===== src/rtl/lps_pkg.sv =====
package lps_pkg;

    localparam int NUM_STATES = 5;

    // One-hot encoding; bit order is visible on the state_oh port
    typedef enum logic [NUM_STATES-1:0] {
        ST_NORMAL  = 5'b00001,
        ST_STOPGNT = 5'b00010,
        ST_SLEEP   = 5'b00100,
        ST_DEEP    = 5'b01000,
        ST_RELOCK  = 5'b10000
    } lps_state_e;

endpackage


===== src/rtl/lps_relock_timer.sv =====
module lps_relock_timer #(
    parameter int CNT_MAX = 30
) (
    input  logic clk,
    input  logic rst_n,
    input  logic clear,
    input  logic run,
    input  logic tick,
    output logic done
);
    localparam int CW = $clog2(CNT_MAX + 1);
    localparam logic [CW-1:0] LAST = CW'(CNT_MAX - 1);

    typedef struct packed {
        logic [CW-1:0] cnt;
    } tmr_t;

    tmr_t r_d, r_q;

    always_comb begin
        r_d = r_q;
        if (clear || !run) begin
            r_d.cnt = '0;
        end else if (tick && r_q.cnt != LAST) begin
            r_d.cnt = r_q.cnt + 1'b1;
        end
    end

    assign done = run && !clear && tick && (r_q.cnt == LAST);

    always_ff @(posedge clk or negedge rst_n) begin
        if (!rst_n) r_q <= '0;
        else        r_q <= r_d;
    end

    // a clear always empties the count
    a_r9_count_cleared: assert property (@(posedge clk) disable iff (!rst_n)
        clear |=> (r_q.cnt == '0));

    // count never moves without a tick
    a_r5_tick_only: assert property (@(posedge clk) disable iff (!rst_n)
        (run && !clear && !tick) |=> $stable(r_q.cnt));

endmodule


===== src/rtl/lps_bus_monitor.sv =====
module lps_bus_monitor (
    input  logic clk,
    input  logic rst_n,
    input  logic clear,
    input  logic in_deep,
    input  logic in_sleep,
    input  logic in_stopgnt,
    input  logic stop_req,
    input  logic sleep_req,
    output logic violation
);
    typedef struct packed {
        logic guard;
        logic viol;
        logic stop_prev;
        logic sleep_prev;
    } mon_t;

    mon_t m_d, m_q;
    logic watching;
    logic bad_edge;

    always_comb begin
        watching = m_q.guard || in_deep;
        bad_edge = (stop_req != m_q.stop_prev) ||
                   ((sleep_req != m_q.sleep_prev) && !in_sleep);

        m_d            = m_q;
        m_d.stop_prev  = stop_req;
        m_d.sleep_prev = sleep_req;
        if (clear) begin
            m_d.guard = 1'b0;
            m_d.viol  = 1'b0;
        end else begin
            if (in_deep)         m_d.guard = 1'b1;
            else if (in_stopgnt) m_d.guard = 1'b0;
            if (watching && bad_edge) m_d.viol = 1'b1;
        end
    end

    assign violation = m_q.viol;

    always_ff @(posedge clk or negedge rst_n) begin
        if (!rst_n) m_q <= '0;
        else        m_q <= m_d;
    end

    // flag is sticky until cleared
    a_r7_sticky: assert property (@(posedge clk) disable iff (!rst_n)
        (violation && !clear) |=> violation);

    // clear wins
    a_r9_viol_cleared: assert property (@(posedge clk) disable iff (!rst_n)
        clear |=> !violation);

endmodule


===== src/rtl/lps_sequencer.sv =====
module lps_sequencer
    import lps_pkg::*;
#(
    parameter int RELOCK_US    = 30,
    parameter int TICKS_PER_US = 1
) (
    input  logic                  clk,
    input  logic                  rst_n,
    input  logic                  stop_req,
    input  logic                  sleep_req,
    input  logic                  deep_req,
    input  logic                  reset_req,
    input  logic                  tick,
    output logic [NUM_STATES-1:0] state_oh,
    output logic                  snoop_ok,
    output logic                  irq_latch_en,
    output logic                  violation
);
    localparam int RELOCK_TICKS = RELOCK_US * TICKS_PER_US;

    typedef struct packed {
        lps_state_e st;
    } seq_t;

    seq_t s_d, s_q;
    logic relock_done;
    logic quiet;

    lps_relock_timer #(.CNT_MAX(RELOCK_TICKS)) u_timer (
        .clk   (clk),
        .rst_n (rst_n),
        .clear (reset_req),
        .run   (s_q.st == ST_RELOCK),
        .tick  (tick),
        .done  (relock_done)
    );

    lps_bus_monitor u_mon (
        .clk        (clk),
        .rst_n      (rst_n),
        .clear      (reset_req),
        .in_deep    (s_q.st == ST_DEEP),
        .in_sleep   (s_q.st == ST_SLEEP),
        .in_stopgnt (s_q.st == ST_STOPGNT),
        .stop_req   (stop_req),
        .sleep_req  (sleep_req),
        .violation  (violation)
    );

    always_comb begin
        s_d = s_q;
        if (reset_req) begin
            s_d.st = ST_NORMAL;
        end else begin
            unique case (s_q.st)
                ST_NORMAL:  if (stop_req) s_d.st = ST_STOPGNT;
                ST_STOPGNT: begin
                    if (stop_req && sleep_req)        s_d.st = ST_SLEEP;
                    else if (!stop_req && !sleep_req) s_d.st = ST_NORMAL;
                end
                ST_SLEEP: begin
                    if (deep_req)        s_d.st = ST_DEEP;
                    else if (!sleep_req) s_d.st = ST_STOPGNT;
                end
                ST_DEEP:    if (!deep_req)   s_d.st = ST_RELOCK;
                ST_RELOCK:  if (relock_done) s_d.st = ST_SLEEP;
                default:    s_d.st = ST_NORMAL;
            endcase
        end
    end

    always_ff @(posedge clk or negedge rst_n) begin
        if (!rst_n) s_q.st <= ST_NORMAL;
        else        s_q    <= s_d;
    end

    assign quiet        = (s_q.st == ST_DEEP) || (s_q.st == ST_RELOCK);
    assign state_oh     = s_q.st;
    assign snoop_ok     = !quiet;
    assign irq_latch_en = !quiet;

    // exactly one state bit
    a_r10_onehot: assert property (@(posedge clk) disable iff (!rst_n)
        $countones(state_oh) == 1);

    // Deep Sleep entered only from Sleep
    a_r4_deep_from_sleep: assert property (@(posedge clk) disable iff (!rst_n)
        $rose(state_oh[3]) |-> $past(state_oh[2]));

    // reset request lands in Normal with a clear flag
    a_r9_reset_normal: assert property (@(posedge clk) disable iff (!rst_n)
        reset_req |=> (state_oh == 5'b00001) && !violation);

    // relock wait cannot end without a tick
    a_r5_wait_holds: assert property (@(posedge clk) disable iff (!rst_n)
        (state_oh[4] && !tick && !reset_req) |=> state_oh[4]);

    // deep states report no snoop and no interrupt latch
    a_r6_quiet_flags: assert property (@(posedge clk) disable iff (!rst_n)
        (state_oh[3] || state_oh[4]) |-> (!snoop_ok && !irq_latch_en));

endmodule


===== config.mk =====
export PLATFORM = sky130hd
export DESIGN_NAME = lps_sequencer
export DESIGN_NICKNAME = d
export VERILOG_FILES = /design/src/rtl/lps_pkg.sv /design/src/rtl/lps_relock_timer.sv /design/src/rtl/lps_bus_monitor.sv /design/src/rtl/lps_sequencer.sv
export SDC_FILE = /design/constraint.sdc
export NUM_CORES = 1
export LEC_CHECK = 0
export CORE_UTILIZATION = 55
export CTS_BUF_LIST = sky130_fd_sc_hd__clkbuf_8
export CTS_CLUSTER_DIAMETER = 150
export CTS_CLUSTER_SIZE = 8
export DETAILED_ROUTE_END_ITERATION = 10
export HOLD_SLACK_MARGIN = 0.15
export PLACE_DENSITY = 0.85
export SYNTH_ARGS = -nofsm -noshare
export SYNTH_HDL_FRONTEND = slang
export SYNTH_SLANG_ARGS = --single-unit

===== constraint.sdc =====
create_clock -name clk -period 3.79 [get_ports clk]
set_input_delay 0.5685 -clock clk [delete_from_list [all_inputs] [get_ports clk]]
set_output_delay 0.5685 -clock clk [all_outputs]
set_load 0.02 [all_outputs]

# Word level (Yosys, flattened, before mapping)

Cells that the tools add are included.

$add $sub $neg: 1
Equal/unequal tests: 14
Mux-type cells: 15
Reduce and logical (&&, ||, !) cells: 22

Operators with widths:

| cell                                                                   | count |
|---|---|
| 5-bit two-way mux                                                      | 10 |
| 5-bit one-hot mux with 5 select lines                                  | 1 |
| 5-bit equality test (second input constant)                            | 2 |
| 3-bit != test (second input constant)                                  | 3 |
| 1-bit logical AND                                                      | 8 |
| 4-bit != test (second input constant)                                  | 2 |
| 1-bit logical NOT                                                      | 6 |
| 5-bit by 1-bit adder with 5-bit output (second input constant)         | 1 |
| 5-bit by 1-bit equality test with 1-bit output (second input constant) | 1 |
| 5-bit by 2-bit equality test with 1-bit output (second input constant) | 1 |
| 5-bit by 3-bit equality test with 1-bit output (second input constant) | 1 |
| 5-bit by 4-bit equality test with 1-bit output (second input constant) | 1 |
| 5-bit != test (second input constant)                                  | 1 |
| 5-bit AND reduction                                                    | 1 |
| 1-bit logical OR                                                       | 4 |
| 2-bit nonzero test                                                     | 2 |
| 1-bit two-way mux                                                      | 3 |
| 3-bit nonzero test                                                     | 1 |
| 2-bit two-way mux                                                      | 1 |
| 1-bit != test                                                          | 2 |

Bits in registers: 14
Input port bits: 7
Output and inout bits: 8
Word-level logic and storage cells: 58

# Longest topological paths before layout

Gate-level depths: netlist of run 1.

Depth after elaboration: 7
Depth in mapped cells: 6
Depth with buffers taken out: 6

# Hierarchy

A second synthesis of run 1 with hierarchy kept.

Cells, all modules: 90
Area total of the unflattened synthesis: 875.8 um^2

By module, submodules not included:

| module           | instances | cells each | area an instance (um^2) | seq. area each (um^2) |
|---|---|---|---|---|
| lps_sequencer    | 1         | 46         | 440.4                   | 126.4 |
| lps_relock_timer | 1         | 31         | 284.0                   | 125.1 |
| lps_bus_monitor  | 1         | 13         | 151.4                   | 100.1 |

# Worst setup path after synthesis of run 1

OpenSTA, ideal clock, no wires.

Path type: register to output
Start: reg s_q (netlist bit state_oh[1])
End: out snoop_ok
Data arrival time: 1.288 ns
Data required time: 3.222 ns
Setup slack: 1.934 ns
Cell stages (with the launch flop): 5
Buffers on the path: 2
Path through: dfrtp_1 > buf_2 > nor2_1 > nand3b_1 > buf_4

Cells in the longest elaborated chain, start to end: 3
Elaborated cells on any way between the ends: 4
Classes of those cells: eq/ne (2); reduce/logical (2)

RTL lines:

| what                                                                                         | line                | text |
|---|---|---|
| from (decl)                                                                                  | lps_sequencer.sv:25 | `seq_t s_d, s_q;` |
| 5-bit by 4-bit equality test with 1-bit output / 5-bit equality test (equally long branches) | lps_sequencer.sv:77 | `assign quiet = (s_q.st == ST_DEEP) \|\| (s_q.st == ST_RELOCK);` |
| 1-bit logical OR *                                                                           | lps_sequencer.sv:77 |  |
| 1-bit logical NOT *                                                                          | --                  |  |
| to (decl)                                                                                    | lps_sequencer.sv:15 | `output logic snoop_ok,` |

Mark *: on every way between the ends. The rest lies on a longest branch, timed or not.

# Worst setup path after layout of run 1

Start: reg s_q (netlist bit state_oh[0])
End: out snoop_ok

Cells in the longest elaborated chain, start to end: 3
Elaborated cells on any way between the ends: 4
Classes of those cells: eq/ne (2); reduce/logical (2)

RTL lines:

| what                                                                                         | line                | text |
|---|---|---|
| 5-bit by 4-bit equality test with 1-bit output / 5-bit equality test (equally long branches) | lps_sequencer.sv:77 |  |
| 1-bit logical OR *                                                                           | lps_sequencer.sv:77 |  |
| 1-bit logical NOT *                                                                          | lps_sequencer.sv:79 | `assign snoop_ok = !quiet;` |

Marked as above.

==> results of run 1 <==
-- report_power, final --
group	internal (W)	leakage [nW]	switching [W]
Clock	0.0000920	0.0288	0.0000531
Sequential	0.000155	0.187	0.00000832
Combinational	0.0000230	0.239	0.0000278
-- placed cells by master, fill, tap and decap left out, types with 2 or more instances in the layout --
cell type | Yosys | final
a21oi_1 | 5 | 5
clkbuf_8 | 0 | 4
clkdlybuf4s50_1 | 0 | 14
dfrtp_1 | 13 | 13
ha_1 | 2 | 2
inv_1 | 5 | 5
nand2_1 | 4 | 4
nand2b_1 | 2 | 2
nand3_1 | 5 | 5
nand3b_1 | 2 | 2
nand4_1 | 2 | 2
nand4b_1 | 2 | 2
nor2_1 | 6 | 6
xor2_1 | 7 | 7
-- cell families after synthesis --
| kind of cell | synth area share |
|---|---|
| buffers and inverters | 0.0534 |
| AND/OR/NAND/NOR | 0.280 |
| adder cells (fa/ha/maj) | 0.0289 |
| flip-flops | 0.405 |
| multiplexers | 0.0115 |
| AO/OA/AOI/OAI | 0.140 |
| XOR/XNOR | 0.0808 |
-- per-stage QoR --
step | hold slack (ps) | instances | area, µm²
floorplan | 273 | 86 | 867
global placement | 508 | 111 | 998
detailed placement | 515 | 111 | 998
CTS | 527 | 115 | 1050
global route | 555 | 115 | 1050
finish | 517 | 115 | 1050
-- area by class of cell --
cell class | count | area (µm²)
clock buffers | 4 | 55.1
fillers | 105 | 329
inverters | 5 | 18.8
multi-input cells | 63 | 469
flip-flops and latches | 14 | 352
well taps | 15 | 18.8
repair buffers | 14 | 140
-- how the worst min path moves through the flow --
stage	start	end	slack [ps]	cells after the start
floorplan	rst_n	state_oh[1]$_DFFE_PN0P_	270	0
global placement	u_mon.violation$_DFFE_PN0P_	u_mon.violation$_DFFE_PN0P_	510	2
detailed placement	u_mon.violation$_DFFE_PN0P_	u_mon.violation$_DFFE_PN0P_	510	2
CTS	u_mon.violation$_DFFE_PN0P_	u_mon.violation$_DFFE_PN0P_	530	2
global route	u_mon.m_q[3]$_DFFE_PN0P_	u_mon.m_q[3]$_DFFE_PN0P_	550	2
finish	u_mon.violation$_DFFE_PN0P_	u_mon.violation$_DFFE_PN0P_	520	2
-- sequential cells by signal, summed over array words and instances, names as in the netlist --
signal,count
u_timer.r_q,5
u_mon.violation,1
state_oh,5
u_mon.m_q,3
-- critical path, stage by stage (launching register included) --
cell and delay (ps):
dfstp_2 620, nor2_1 120, nand3b_1 150, clkdlybuf4s50_1 620
-- layer usage --
metal  part of all wire  wire length (µm)  global-route usage
met1               0.47               892               0.329
met5                  0                 0                   0
met2               0.47               900               0.391
met3              0.048                91              0.0391
met4             0.0074                14              0.0774
==> qor.txt, run 1 <==
worst endpoint required time = 3220 ps
Worst Tran Pin Value = 632 ps
peak supply drop = 278 µV
setup_tns = 0 ps
Leak = 0.454 nW
most frequent cells after synthesis = dfrtp_1, xor2_1, nor2_1
number of global-route vias before repair = 721
worst reg2reg endpoint = state_oh[4]$_DFFE_PN0P_
most common cell in the netlist = dfrtp_1
hpwl dp = 1.33 mm
pin count of the biggest net entering global routing = 15
Core ar. = 1380 µm²
post-synth top area share = 0.375
DP Worst Slack = 1740 ps
critical path peak fanout = 8
Max-Slew Margin vs Limit = 0.577
top cells by area, synth = dfrtp_1, xor2_1, dfstp_2, a21oi_1, ha_1
Netlist cell types = 43
final slew viol count = 0
total wire length = 1.90 mm
critical path class = flop to primary output
number of synthesized flops with an enable pin = 0
first-pass GRT wire length = 3.19 mm
Final Hold Vio Count = 0
Post-CTS Setup Inserts = 0
skew final = 2.50 ps
Pwr Density = 341 nW/µm²
worst hold path class = flop to flop
total CTS buffers = 3
initial core utilization = 0.627
synthesized area per cell = 10.1 µm²
clock sinks = 14
I/O Pins = 15
synthesized flop and latch total = 14
Post-DRT Antenna Nets = 0
gr ovfl total = 0
htree depth = 1
Final setup viols = 0
CP startpoint = state_oh[0]$_DFFE_PN1P_
register area share after synthesis = 0.405
CTS tree = done
vias = 722
cells after synthesis = 86
Avg WL per Cell = 16.5 µm
Ys Warns = 0
largest area contributor in the netlist = dfrtp_1
Util after Layout = 0.762
I/O Buffers = 14
Worst-Skew Late Latency = 240 ps
synthesis-to-layout area growth = 21.5%
drt first pass iters = 6
Die Width = 41.7 µm
RSZ-0062 raised after global routing = no
CP Capture Point = snoop_ok
overall power = 0.000359 W
drt via density = 6.28
synthesized area = 867 µm²
drt drc = 0
syn_nets = 95
Worst R2R Path Depth = 4
Nets = 110
status = complete, no violations
clk buf depth = 2
Setup WS post-layout = 1460 ps
Critical Path AT = 1760 ps
routability cong. = 0.843
dominant synthesized flop cell = dfrtp_1
CTS resizes = 0
share of layout cells above drive strength 1 = 0.160
fmax = 0.429 GHz
row count = 13
worst r2r src = state_oh[3]$_DFFE_PN0P_
Tcrit/Tclk final = 0.616
global-route usage over all layers = 0.241
Setup crit start kind = flop
Worst-path clk slew = 60 ps
Post-synth ARST share = 1.00
die area = 1740 µm²
critical path capture point type = primary output
cts hold-fix bufs = 0
Max-Cap Viols = 0
clk root buf = clkbuf_8
initial antenna violation count = 0
# diodes = 0
R2R setup slack = 2170 ps
fin crit period = 2330 ps
initial drt markers = 18
Die H = 41.7 µm
Note: power is estimated with default switching activity, not from simulation.
==> run 2: changes to the inputs <==
CORE_UTILIZATION = 53   (was 55)
PLACE_DENSITY = 0.82   (was 0.85)
clock period = 2.45 ns   (was 3.79 ns; I/O delays follow)
==> qor.txt, run 2 (synthesis gave the netlist of run 1 again) <==
Tcrit/Tclk final = 0.868
drt drc = 0 (unchanged)
CTS tree = done
drt first pass iters = 4 (-2)
# diodes = 0 (unchanged)
worst hold path class = input pin to asynchronous set/reset pin
DP Worst Slack = 586 ps (-1150 ps)
htree depth = 1 (unchanged)
skew final = 3.94 ps (+1.44 ps)
Max-Cap Viols = 0 (unchanged)
Die H = 42.4 µm (+1.8%)
critical path's largest stage delay = 620 ps (about the same)
hpwl dp = 1.28 mm (-3.4%)
setup_tns = 0 ps (unchanged)
clock sinks = 14 (unchanged)
Max-Slew Margin vs Limit = 0.567 (-0.0105)
multi-input logic area = 469 µm² (unchanged)
share of layout cells above drive strength 1 = 0.160 (unchanged)
fin area = 1050 µm² (+0.12%)
Worst-path clk slew = 60 ps (about the same)
vias = 696 (-3.6%)
worst endpoint required time = 2080 ps (-1140 ps)
Flop pwr share = 0.458 (+0.004)
final slew viol count = 0 (unchanged)
routability cong. = 0.928 (+10%)
P_int = 0.000417 W (+55%)
drt via density = 6.00 (-4.4%)
Pwr Density = 522 nW/µm² (+53%)
CTS resizes = 0 (unchanged)
Setup crit start kind = flop
Worst Tran Pin Value = 648 ps (+15.7 ps)
Worst R2R Path Depth = 6 (+2)
critical path class = flop to primary output
overall power = 0.000551 W (+53%)
I/O Pins = 15 (unchanged)
cts hold-fix bufs = 0 (unchanged)
total CTS buffers = 3 (unchanged)
clock share of power = 0.404 (about the same)
CP max stage cell = dfstp_2
clk root buf = clkbuf_8
pin count of the biggest net entering global routing = 15 (unchanged)
initial drt markers = 17 (-1)
Final setup viols = 0 (unchanged)
total wire length = 1.77 mm (-6.7%)
switching pwr = 0.000134 W (+50%)
switch share = 0.243 (-0.00572)
synthesis-to-layout area growth = 21.6%
status = complete, no violations
Die Width = 42.4 µm (+1.8%)
die area = 1800 µm² (+3.6%)
Core ar. = 1520 µm² (+10%)
row count = 14 (+1)
CP Buf/Inv Count = 1 (unchanged)
peak supply drop = 416 µV (+49%)
RSZ-0062 raised after global routing = no
Worst-Skew Late Latency = 240 ps (about the same)
fin crit period = 2130 ps
Post-DRT Antenna Nets = 0 (unchanged)
cell area after placement = 1000 µm² (+0.13%)
Top delay family on crit path = flip-flops
critical path capture point type = primary output
Leak = 0.454 nW (unchanged)
global-route usage over all layers = 0.239 (-0.00142)
Avg WL per Cell = 15.3 µm (-7.6%)
most frequent cells in the layout = clkdlybuf4s50_1, dfrtp_1, xor2_1
cells along the critical path = nor2_1 -> nand3b_1 -> clkdlybuf4s50_1
Logic pwr share = 0.139 (-0.002)
worst r2r src = u_timer.r_q[1]$_DFFE_PN0P_
R2R setup slack = 820 ps (-1350 ps)
fmax = 0.470 GHz
worst reg2reg endpoint = state_oh[1]$_DFFE_PN0P_
commonest non-fill, non-tap cell in the layout = clkdlybuf4s50_1
Setup WS post-layout = 323 ps (-1130 ps)
I/O Buffers = 14 (unchanged)
gr ovfl total = 0 (unchanged)
Nets = 110 (unchanged)
initial core utilization = 0.569 (-0.0582)
Worst path depth = 3 (unchanged)
clk buf depth = 2 (unchanged)
critical path peak fanout = 8 (unchanged)
Critical Path AT = 1760 ps (about the same)
first-pass GRT wire length = 3.21 mm (+0.44%)
initial antenna violation count = 0 (unchanged)
fillcell total = 130 (+24%)
Sequential Area = 352 µm² (unchanged)
Post-CTS Setup Inserts = 0 (unchanged)
Final Hold Vio Count = 0 (unchanged)
number of global-route vias before repair = 698 (-3.2%)
[run 2: cell counts in the layout (fill, tap and decap cells not counted)]
No cell type changed its count.
[run 2: worst max path at each step]
stage                         to  slack, ps                     from
global placement    irq_latch_en        630  state_oh[0]$_DFFE_PN1P_
detailed placement  irq_latch_en        590  state_oh[0]$_DFFE_PN1P_
floorplan               snoop_ok        790  state_oh[1]$_DFFE_PN0P_
global route            snoop_ok        230  state_oh[0]$_DFFE_PN1P_
finish                  snoop_ok        320  state_oh[0]$_DFFE_PN1P_
CTS                 irq_latch_en        310  state_oh[0]$_DFFE_PN1P_
[run 2: worst reg2reg max path: stages (launching register included)]
cell and delay (ps):
dfrtp_1 410, inv_1 70, ha_1 170, nand4_2 220, o2111ai_2 290, nand3_2 160
o31ai_2 240
[run 2: final cells by class]
class | instances | area share
multi-input cells | 63 | 0.445
flip-flops and latches | 14 | 0.333
repair buffers | 14 | 0.133
clock buffers | 4 | 0.0522
well taps | 16 | 0.0190
inverters | 5 | 0.0178
[run 2: power groups by stage]
stage | combinational (W) | sequential (W) | clock, W
3_5_place_dp | 0.0000755 | 0.000256 | 0
2_1_floorplan | 0.0000405 | 0.000256 | 0
3_3_place_gp | 0.0000746 | 0.000255 | 0
6_report | 0.0000763 | 0.000252 | 0.000223
4_1_cts | 0.0000764 | 0.000252 | 0.000228
5_1_grt | 0.0000851 | 0.000253 | 0.000239
[run 2: per-stage QoR]
step	utilization	hold WS (ps)	cells
2_1_floorplan	-	71.9	86
3_3_place_gp	0.656	500	112
3_5_place_dp	0.656	513	112
4_1_cts	0.692	520	116
5_1_grt	0.692	559	116
6_report	0.692	515	116
[run 2: routing by layer]
metal,track usage,up-vias,routed length [µm]
met5,0,-,0
met3,0.0431,2,53
li1,-,338,-
met1,0.306,336,776
met4,0.0875,0,12
met2,0.403,20,927
